[config.mk]
export PLATFORM = sky130hd
export DESIGN_NAME = pwb_slave
export DESIGN_NICKNAME = d
export VERILOG_FILES = /design/src/rtl/pwb_pkg.sv /design/src/rtl/pwb_sync.sv /design/src/rtl/pwb_meter.sv /design/src/rtl/pwb_frame.sv /design/src/rtl/pwb_slave.sv
export SDC_FILE = /design/constraint.sdc
export NUM_CORES = 1
export LEC_CHECK = 0
export BUFFER_PORTS_ARGS = -buffer_cell sky130_fd_sc_hd__buf_2
export CAP_MARGIN = 5
export CORE_ASPECT_RATIO = 2
export CORE_MARGIN = 2
export CORE_UTILIZATION = 55
export DETAILED_ROUTE_END_ITERATION = 8
export PLACE_DENSITY = 0.73
export SLEW_MARGIN = 20
export SYNTH_ARGS = -nofsm -noshare
export SYNTH_HDL_FRONTEND = slang
export SYNTH_SLANG_ARGS = --single-unit
[constraint.sdc]
create_clock -name clk -period 5.4 [get_ports clk]
set_input_delay 0.81 -clock clk [delete_from_list [all_inputs] [get_ports clk]]
set_output_delay 0.81 -clock clk [all_outputs]
set_load 0.01 [all_outputs]
[src/rtl/pwb_pkg.sv]
package pwb_pkg;

    localparam int unsigned CTRL_W   = 8;
    localparam int unsigned ADDR_W   = 4;
    localparam int unsigned HDR_BITS = 6;   // flag, four address bits, op

    localparam logic [CTRL_W-1:0] CTRL_RESET = 8'h60;

    typedef enum logic [1:0] {
        PW_ZERO,
        PW_ONE,
        PW_TXN,
        PW_BAD
    } pw_cls_e;

    typedef enum logic [2:0] {
        ST_IDLE,
        ST_HDR,
        ST_DATA,
        ST_READ,
        ST_SLOT
    } fsm_e;

endpackage

[src/rtl/pwb_sync.sv]
module pwb_sync (
    input  logic clk,
    input  logic rst_n,
    input  logic async_i,
    output logic sync_o
);
    logic [1:0] stage_q;
    logic [1:0] stage_d;

    always_comb begin
        stage_d = {stage_q[0], async_i};
    end

    always_ff @(posedge clk or negedge rst_n) begin
        if (!rst_n) stage_q <= 2'b11;   // idle line is high
        else        stage_q <= stage_d;
    end

    assign sync_o = stage_q[1];
endmodule

[src/rtl/pwb_meter.sv]
module pwb_meter
    import pwb_pkg::*;
#(
    parameter int unsigned Z_MIN = 6,
    parameter int unsigned Z_MAX = 32,
    parameter int unsigned O_MIN = 96,
    parameter int unsigned O_MAX = 144,
    parameter int unsigned T_MIN = 320,
    parameter int unsigned T_MAX = 480
) (
    input  logic    clk,
    input  logic    rst_n,
    input  logic    line_s,
    input  logic    blank_i,
    output logic    done_o,
    output pw_cls_e cls_o
);
    localparam int unsigned CNT_W = $clog2(T_MAX + 2);
    localparam logic [CNT_W-1:0] SAT_C   = CNT_W'(T_MAX + 1);
    localparam logic [CNT_W-1:0] Z_MIN_C = CNT_W'(Z_MIN);
    localparam logic [CNT_W-1:0] Z_MAX_C = CNT_W'(Z_MAX);
    localparam logic [CNT_W-1:0] O_MIN_C = CNT_W'(O_MIN);
    localparam logic [CNT_W-1:0] O_MAX_C = CNT_W'(O_MAX);
    localparam logic [CNT_W-1:0] T_MIN_C = CNT_W'(T_MIN);
    localparam logic [CNT_W-1:0] T_MAX_C = CNT_W'(T_MAX);

    typedef struct packed {
        logic [CNT_W-1:0] cnt;
        logic             done;
        pw_cls_e          cls;
    } meter_t;

    meter_t m_q, m_d;

    function automatic pw_cls_e classify(input logic [CNT_W-1:0] n);
        if (n >= Z_MIN_C && n <= Z_MAX_C)      return PW_ZERO;
        else if (n >= O_MIN_C && n <= O_MAX_C) return PW_ONE;
        else if (n >= T_MIN_C && n <= T_MAX_C) return PW_TXN;
        else                                   return PW_BAD;
    endfunction

    always_comb begin
        m_d      = m_q;
        m_d.done = 1'b0;
        if (blank_i) begin
            m_d.cnt = '0;
        end else if (!line_s) begin
            if (m_q.cnt != SAT_C) m_d.cnt = m_q.cnt + 1'b1;
        end else if (m_q.cnt != '0) begin
            m_d.done = 1'b1;
            m_d.cls  = classify(m_q.cnt);
            m_d.cnt  = '0;
        end
    end

    always_ff @(posedge clk or negedge rst_n) begin
        if (!rst_n) m_q <= '{cnt: '0, done: 1'b0, cls: PW_BAD};
        else        m_q <= m_d;
    end

    assign done_o = m_q.done;
    assign cls_o  = m_q.cls;
endmodule

[src/rtl/pwb_frame.sv]
module pwb_frame
    import pwb_pkg::*;
#(
    parameter int unsigned DRV_ON   = 4,
    parameter int unsigned DRV_OFF  = 24,
    parameter int unsigned SLOT_LEN = 32
) (
    input  logic              clk,
    input  logic              rst_n,
    input  logic              done_i,
    input  pw_cls_e           cls_i,
    input  logic [ADDR_W-1:0] my_addr_i,
    output logic [CTRL_W-1:0] ctrl_o,
    output logic              pull_low_o,
    output logic              blank_o
);
    localparam int unsigned TMR_W = $clog2(SLOT_LEN + 1);
    localparam logic [TMR_W-1:0] ON_C   = TMR_W'(DRV_ON);
    localparam logic [TMR_W-1:0] OFF_C  = TMR_W'(DRV_OFF);
    localparam logic [TMR_W-1:0] LAST_C = TMR_W'(SLOT_LEN - 1);
    localparam logic [2:0]       HDR_LAST = 3'(HDR_BITS - 1);

    typedef struct packed {
        fsm_e                st;
        logic [2:0]          bcnt;
        logic [HDR_BITS-1:0] hdr;
        logic [CTRL_W-1:0]   shr;
        logic [CTRL_W-1:0]   ctrl;
        logic [TMR_W-1:0]    tmr;
    } frame_t;

    frame_t f_q, f_d;
    logic   rx_bit;
    logic   hit;
    logic [2:0] rd_idx;

    always_comb begin
        f_d    = f_q;
        rx_bit = (cls_i == PW_ONE);
        hit    = f_q.hdr[0] | (f_q.hdr[4:1] == my_addr_i);
        if (f_q.st == ST_SLOT) begin
            f_d.tmr = f_q.tmr + 1'b1;
            if (f_q.tmr == LAST_C) begin
                f_d.tmr = '0;
                if (f_q.bcnt == 3'd7) begin
                    f_d.st   = ST_IDLE;
                    f_d.bcnt = '0;
                end else begin
                    f_d.st   = ST_READ;
                    f_d.bcnt = f_q.bcnt + 1'b1;
                end
            end
        end else if (done_i) begin
            if (cls_i == PW_TXN) begin
                f_d.st   = ST_HDR;
                f_d.bcnt = '0;
                f_d.hdr  = '0;
            end else if (cls_i == PW_BAD) begin
                f_d.st = ST_IDLE;
            end else begin
                case (f_q.st)
                    ST_HDR: begin
                        f_d.hdr[f_q.bcnt] = rx_bit;
                        f_d.bcnt          = f_q.bcnt + 1'b1;
                        if (f_q.bcnt == HDR_LAST) begin
                            f_d.bcnt = '0;
                            if (!hit)            f_d.st = ST_IDLE;
                            else if (!rx_bit)    f_d.st = ST_DATA;
                            else if (f_q.hdr[0]) f_d.st = ST_IDLE;
                            else                 f_d.st = ST_READ;
                        end
                    end
                    ST_DATA: begin
                        f_d.shr  = {f_q.shr[CTRL_W-2:0], rx_bit};
                        f_d.bcnt = f_q.bcnt + 1'b1;
                        if (f_q.bcnt == 3'd7) begin
                            f_d.ctrl = {f_q.shr[CTRL_W-2:0], rx_bit};
                            f_d.st   = ST_IDLE;
                            f_d.bcnt = '0;
                        end
                    end
                    ST_READ: begin
                        if (rx_bit) begin
                            f_d.st = ST_IDLE;
                        end else begin
                            f_d.st  = ST_SLOT;
                            f_d.tmr = '0;
                        end
                    end
                    default: f_d.st = ST_IDLE;
                endcase
            end
        end
    end

    always_ff @(posedge clk or negedge rst_n) begin
        if (!rst_n) f_q <= '{st: ST_IDLE, bcnt: '0, hdr: '0, shr: '0,
                             ctrl: CTRL_RESET, tmr: '0};
        else        f_q <= f_d;
    end

    assign rd_idx     = 3'd7 - f_q.bcnt;
    assign pull_low_o = (f_q.st == ST_SLOT) && (f_q.tmr >= ON_C) &&
                        (f_q.tmr < OFF_C) && !f_q.ctrl[rd_idx];
    assign blank_o    = (f_q.st == ST_SLOT);
    assign ctrl_o     = f_q.ctrl;
endmodule

[src/rtl/pwb_slave.sv]
module pwb_slave
    import pwb_pkg::*;
#(
    parameter int unsigned CYC_PER_US = 4
) (
    input  logic       clk,
    input  logic       rst_n,
    input  logic       line_i,
    input  logic [3:0] my_addr_i,
    output logic       pull_low_o,
    output logic       sync_in_o,
    output logic       sel_a_o,
    output logic       filt_en_o,
    output logic       clamp_hi_o,
    output logic [1:0] boost_o,
    output logic       out_hiz_o,
    output logic       spare_o
);
    localparam int unsigned Z_MIN    = (15 * CYC_PER_US + 9) / 10;
    localparam int unsigned Z_MAX    = 8 * CYC_PER_US;
    localparam int unsigned O_MIN    = 24 * CYC_PER_US;
    localparam int unsigned O_MAX    = 36 * CYC_PER_US;
    localparam int unsigned T_MIN    = 80 * CYC_PER_US;
    localparam int unsigned T_MAX    = 120 * CYC_PER_US;
    localparam int unsigned DRV_ON   = 1 * CYC_PER_US;
    localparam int unsigned DRV_OFF  = 6 * CYC_PER_US;
    localparam int unsigned SLOT_LEN = 8 * CYC_PER_US;

    logic              line_s;
    logic              blank;
    logic              pulse_done;
    pw_cls_e           pulse_cls;
    logic [CTRL_W-1:0] ctrl_w;

    pwb_sync sync_i (
        .clk     (clk),
        .rst_n   (rst_n),
        .async_i (line_i),
        .sync_o  (line_s)
    );

    pwb_meter #(
        .Z_MIN (Z_MIN), .Z_MAX (Z_MAX),
        .O_MIN (O_MIN), .O_MAX (O_MAX),
        .T_MIN (T_MIN), .T_MAX (T_MAX)
    ) meter_i (
        .clk     (clk),
        .rst_n   (rst_n),
        .line_s  (line_s),
        .blank_i (blank),
        .done_o  (pulse_done),
        .cls_o   (pulse_cls)
    );

    pwb_frame #(
        .DRV_ON   (DRV_ON),
        .DRV_OFF  (DRV_OFF),
        .SLOT_LEN (SLOT_LEN)
    ) frame_i (
        .clk        (clk),
        .rst_n      (rst_n),
        .done_i     (pulse_done),
        .cls_i      (pulse_cls),
        .my_addr_i  (my_addr_i),
        .ctrl_o     (ctrl_w),
        .pull_low_o (pull_low_o),
        .blank_o    (blank)
    );

    assign sync_in_o  = ctrl_w[7];
    assign sel_a_o    = ctrl_w[6];
    assign filt_en_o  = ctrl_w[5];
    assign clamp_hi_o = ctrl_w[4];
    assign boost_o    = ctrl_w[3:2];
    assign out_hiz_o  = ctrl_w[1];
    assign spare_o    = ctrl_w[0];
endmodule

==> summary.txt <==
Pwr dens: 339.8 nW/um^2
Clock Tree Root: clkbuf_8
Worst setup margin: 2333 ps
Smallest hold slack: 360.4 ps
Seq/Total Area, Yosys: 45.24%
DIE AREA: 5252 sq um
Antenna violations before repair: 0
Fin Setup TNS: 0 ps
Post-synth cell types: 41
Synth Register Bits: 46
Register clock-pin slew on the reported worst setup and hold paths: 90 ps
CTS Hold Bufs: 0
Max-Cap Viols: 0
Initial DRT Pass Iterations: 4
Leak Pwr: 0.001273 uW
Maximum VDD drop: 0.0002640 V
Fin area: 2733 sq um
Total grt overflow: 0
Synthesis Warnings: 0
Detailed Route Iter0 Violations: 52
Diodes inserted: 0
Primary FF master, synth: dfrtp_1
Vias in the first global route: 1,914
Sequential cell area: 1159 sq um
WP buf/inv: 1
Async SR Flop Fraction: 100.0%
Worst path top cell family by delay: simple AND/OR/NAND/NOR gates
Gr usage total: 22.73%
Synth Net Count: 284
Crit. End Element: output port
Total of fill cells in the finished design: 411
CP startpoint kind: register
# placed instances: 326
Worst Max-Slew Pin Slew: 710.1 ps
Width of the die: 52.26 um
Clock skew: 6.002 ps
Post-DRT Antenna Nets: 0
Fin crit period: 3067 ps
Syn Inst Count: 269
WP data required: 4590 ps
RD Place Congestion: 0.9068
Arr. time, crit path: 2260 ps
Highest-count cells in the layout ignoring fill and taps: 40 x dfrtp_1, 25 x nor2_1, 25 x nand2_1, 25 x o21ai_0, 17 x mux2_2
Syn avg cell area: 9.521 sq um
Share of the synthesized area in the top cell type: 39.08%
Final Hold Viols: 0
Wirelength per Cell: 16.17 um
CTS tree: done
Outcome: complete, no violations
DR vias/cell: 5.835
Pins Over Slew Limit: 0
Slew margin rel.: 52.45%
Ports: 16
Largest cells by area after synthesis: dfrtp_1 39%, mux2_2 7.5%, dfstp_2 6.2%
Clock Tree Buf Depth: 2
Setup violations, final: 0
Initial Utilization: 56.24%
Final period utilization: 56.80%
Die Ht: 100.5 um
Hold Crit Class: reg -> reg
PortBufs: 15
Critical path depth in cells: 5
Area occupied by multi-input gates: 1300 sq um
Clk_lat worst skew: 300 ps
Mapped Area: 2561 sq um
RR Endpoint: frame_i.ctrl_o[2]
Area delta synth->final: 6.693%
Total Nets Final: 293
Crit path launch: frame_i.f_q[33]
First-pass GRT wire length: 8.928 mm
Critical-path cell with the highest stage delay: dfrtp_1
R2R setup slack: 3110 ps
Crit path kind: reg -> out
Crit path max fanout: 14
Number of setup buffers added after CTS: 0
Dpl ws: 2671 ps
Commonest non-fill, non-tap cell in the layout: dfrtp_1
Layout cells sized above 1: 17.20%
Largest stage delay, worst path: 570 ps
Core ar.: 4554 sq um
Finished Layout Cells: 334
FMAX: 326.0 MHz
Crit path capture: pull_low_o
Vias: 1,949
Reg2reg start: frame_i.f_q[33]
Max H-tree Level: 2
Area leader, netlist: dfrtp_1
Residual DRC: 0
Clock Sinks: 46
CP Cell Sequence: or3b_1 -> nor4b_1 -> o21ai_0 -> a211oi_1 -> buf_2
Pin count of the biggest net entering global routing: 47
Post-DP HPWL: 3.982 mm
Placed inst area: 2640 sq um
Post_cts resized: 0
RSZ-0062 raised after global routing: false
Post-Route WL: 5.402 mm
Number of synthesized flops with an enable pin: 0
Cell row count: 35
Worst R2R Path Depth: 4
CTS Buf Count: 5
-- synthesized netlist by cell type (2+ instances only) --
library cell and instances:
nor2_1 25, mux2_2 17, o21ai_0 25, or3b_1 3, and3_1 3, inv_1 10
xor2_1 7, o22ai_1 2, a31oi_1 7, nor4b_1 3, clkbuf_1 8, nor3b_1 4
nor3_1 14, nand2_1 25, ha_1 8, buf_4 2, xnor2_1 5, nor2b_1 6
a211oi_1 3, a21o_1 3, o31ai_1 2, dfrtp_1 40, a21oi_1 10, nand2b_1 3
dfstp_2 6, nand3_1 9, mux2i_1 5
-- metal layers --
layer  track usage, %  vias to the layer above  wire length, um
met5                0                        -                0
met4            7.890                        0               81
met3            3.561                        6               83
met2            44.21                       22             3235
met1            23.14                      964             2001
li1                 -                      957                -
-- cell families after synthesis --
kind of cell             Yosys count  share of synthesized area [%]
multiplexers                      22                          9.428
flip-flops                        46                          45.24
AND/OR/NAND/NOR                  101                          20.27
buffers and inverters             23                          4.006
AO/OA/AOI/OAI                     57                          13.04
XOR/XNOR                          12                          4.104
adder cells (fa/ha/maj)            8                          3.908
-- through the flow --
step	total power (uW)	utilization [%]
after floorplan	647.6	-
after global placement	719.0	57.97
after detailed placement	722.9	57.97
after CTS	939.3	59.95
after global routing	997.7	60.00
final	928.7	60.00
-- area by class of cell --
cell class / count / area share [%]
Timing Repair Buffer: 15 / 2.839
Clock inverter: 3 / 0.7784
Tap cell: 55 / 2.518
Multi-Input combinational cell: 200 / 47.57
Inverter: 10 / 1.374
Sequential cell: 46 / 42.40
Clock buffer: 5 / 2.518
-- worst min-delay path by stage --
| stage | from | cells past startpoint | slack [ps] | end |
|---|---|---|---|---|
| final | sync_i.stage_q[0] | 0 | 360 | sync_i.stage_q[1] |
| after global routing | sync_i.stage_q[0] | 0 | 360 | sync_i.stage_q[1] |
| after CTS | sync_i.stage_q[0] | 0 | 360 | sync_i.stage_q[1] |
| after detailed placement | sync_i.stage_q[0] | 0 | 350 | sync_i.stage_q[1] |
| after global placement | sync_i.stage_q[0] | 0 | 350 | sync_i.stage_q[1] |
| after floorplan | sync_i.stage_q[0] | 0 | 350 | sync_i.stage_q[1] |
-- report_power, final --
group	switching, uW	internal [uW]	leakage, uW
sequential	90.0	393	0.000609
combinational	130	103	0.000619
clock	122	91.1	0.0000441
total	342	587	0.00127
-- state kept, by name (all words and copies together) (netlist names) --
signal / cells
meter_i.done_o: 1
meter_i.m_q: 9
frame_i.ctrl_o: 8
sync_i.stage_q: 2
meter_i.cls_o: 2
frame_i.f_q: 24
Note: power is estimated with default switching activity, not from simulation.
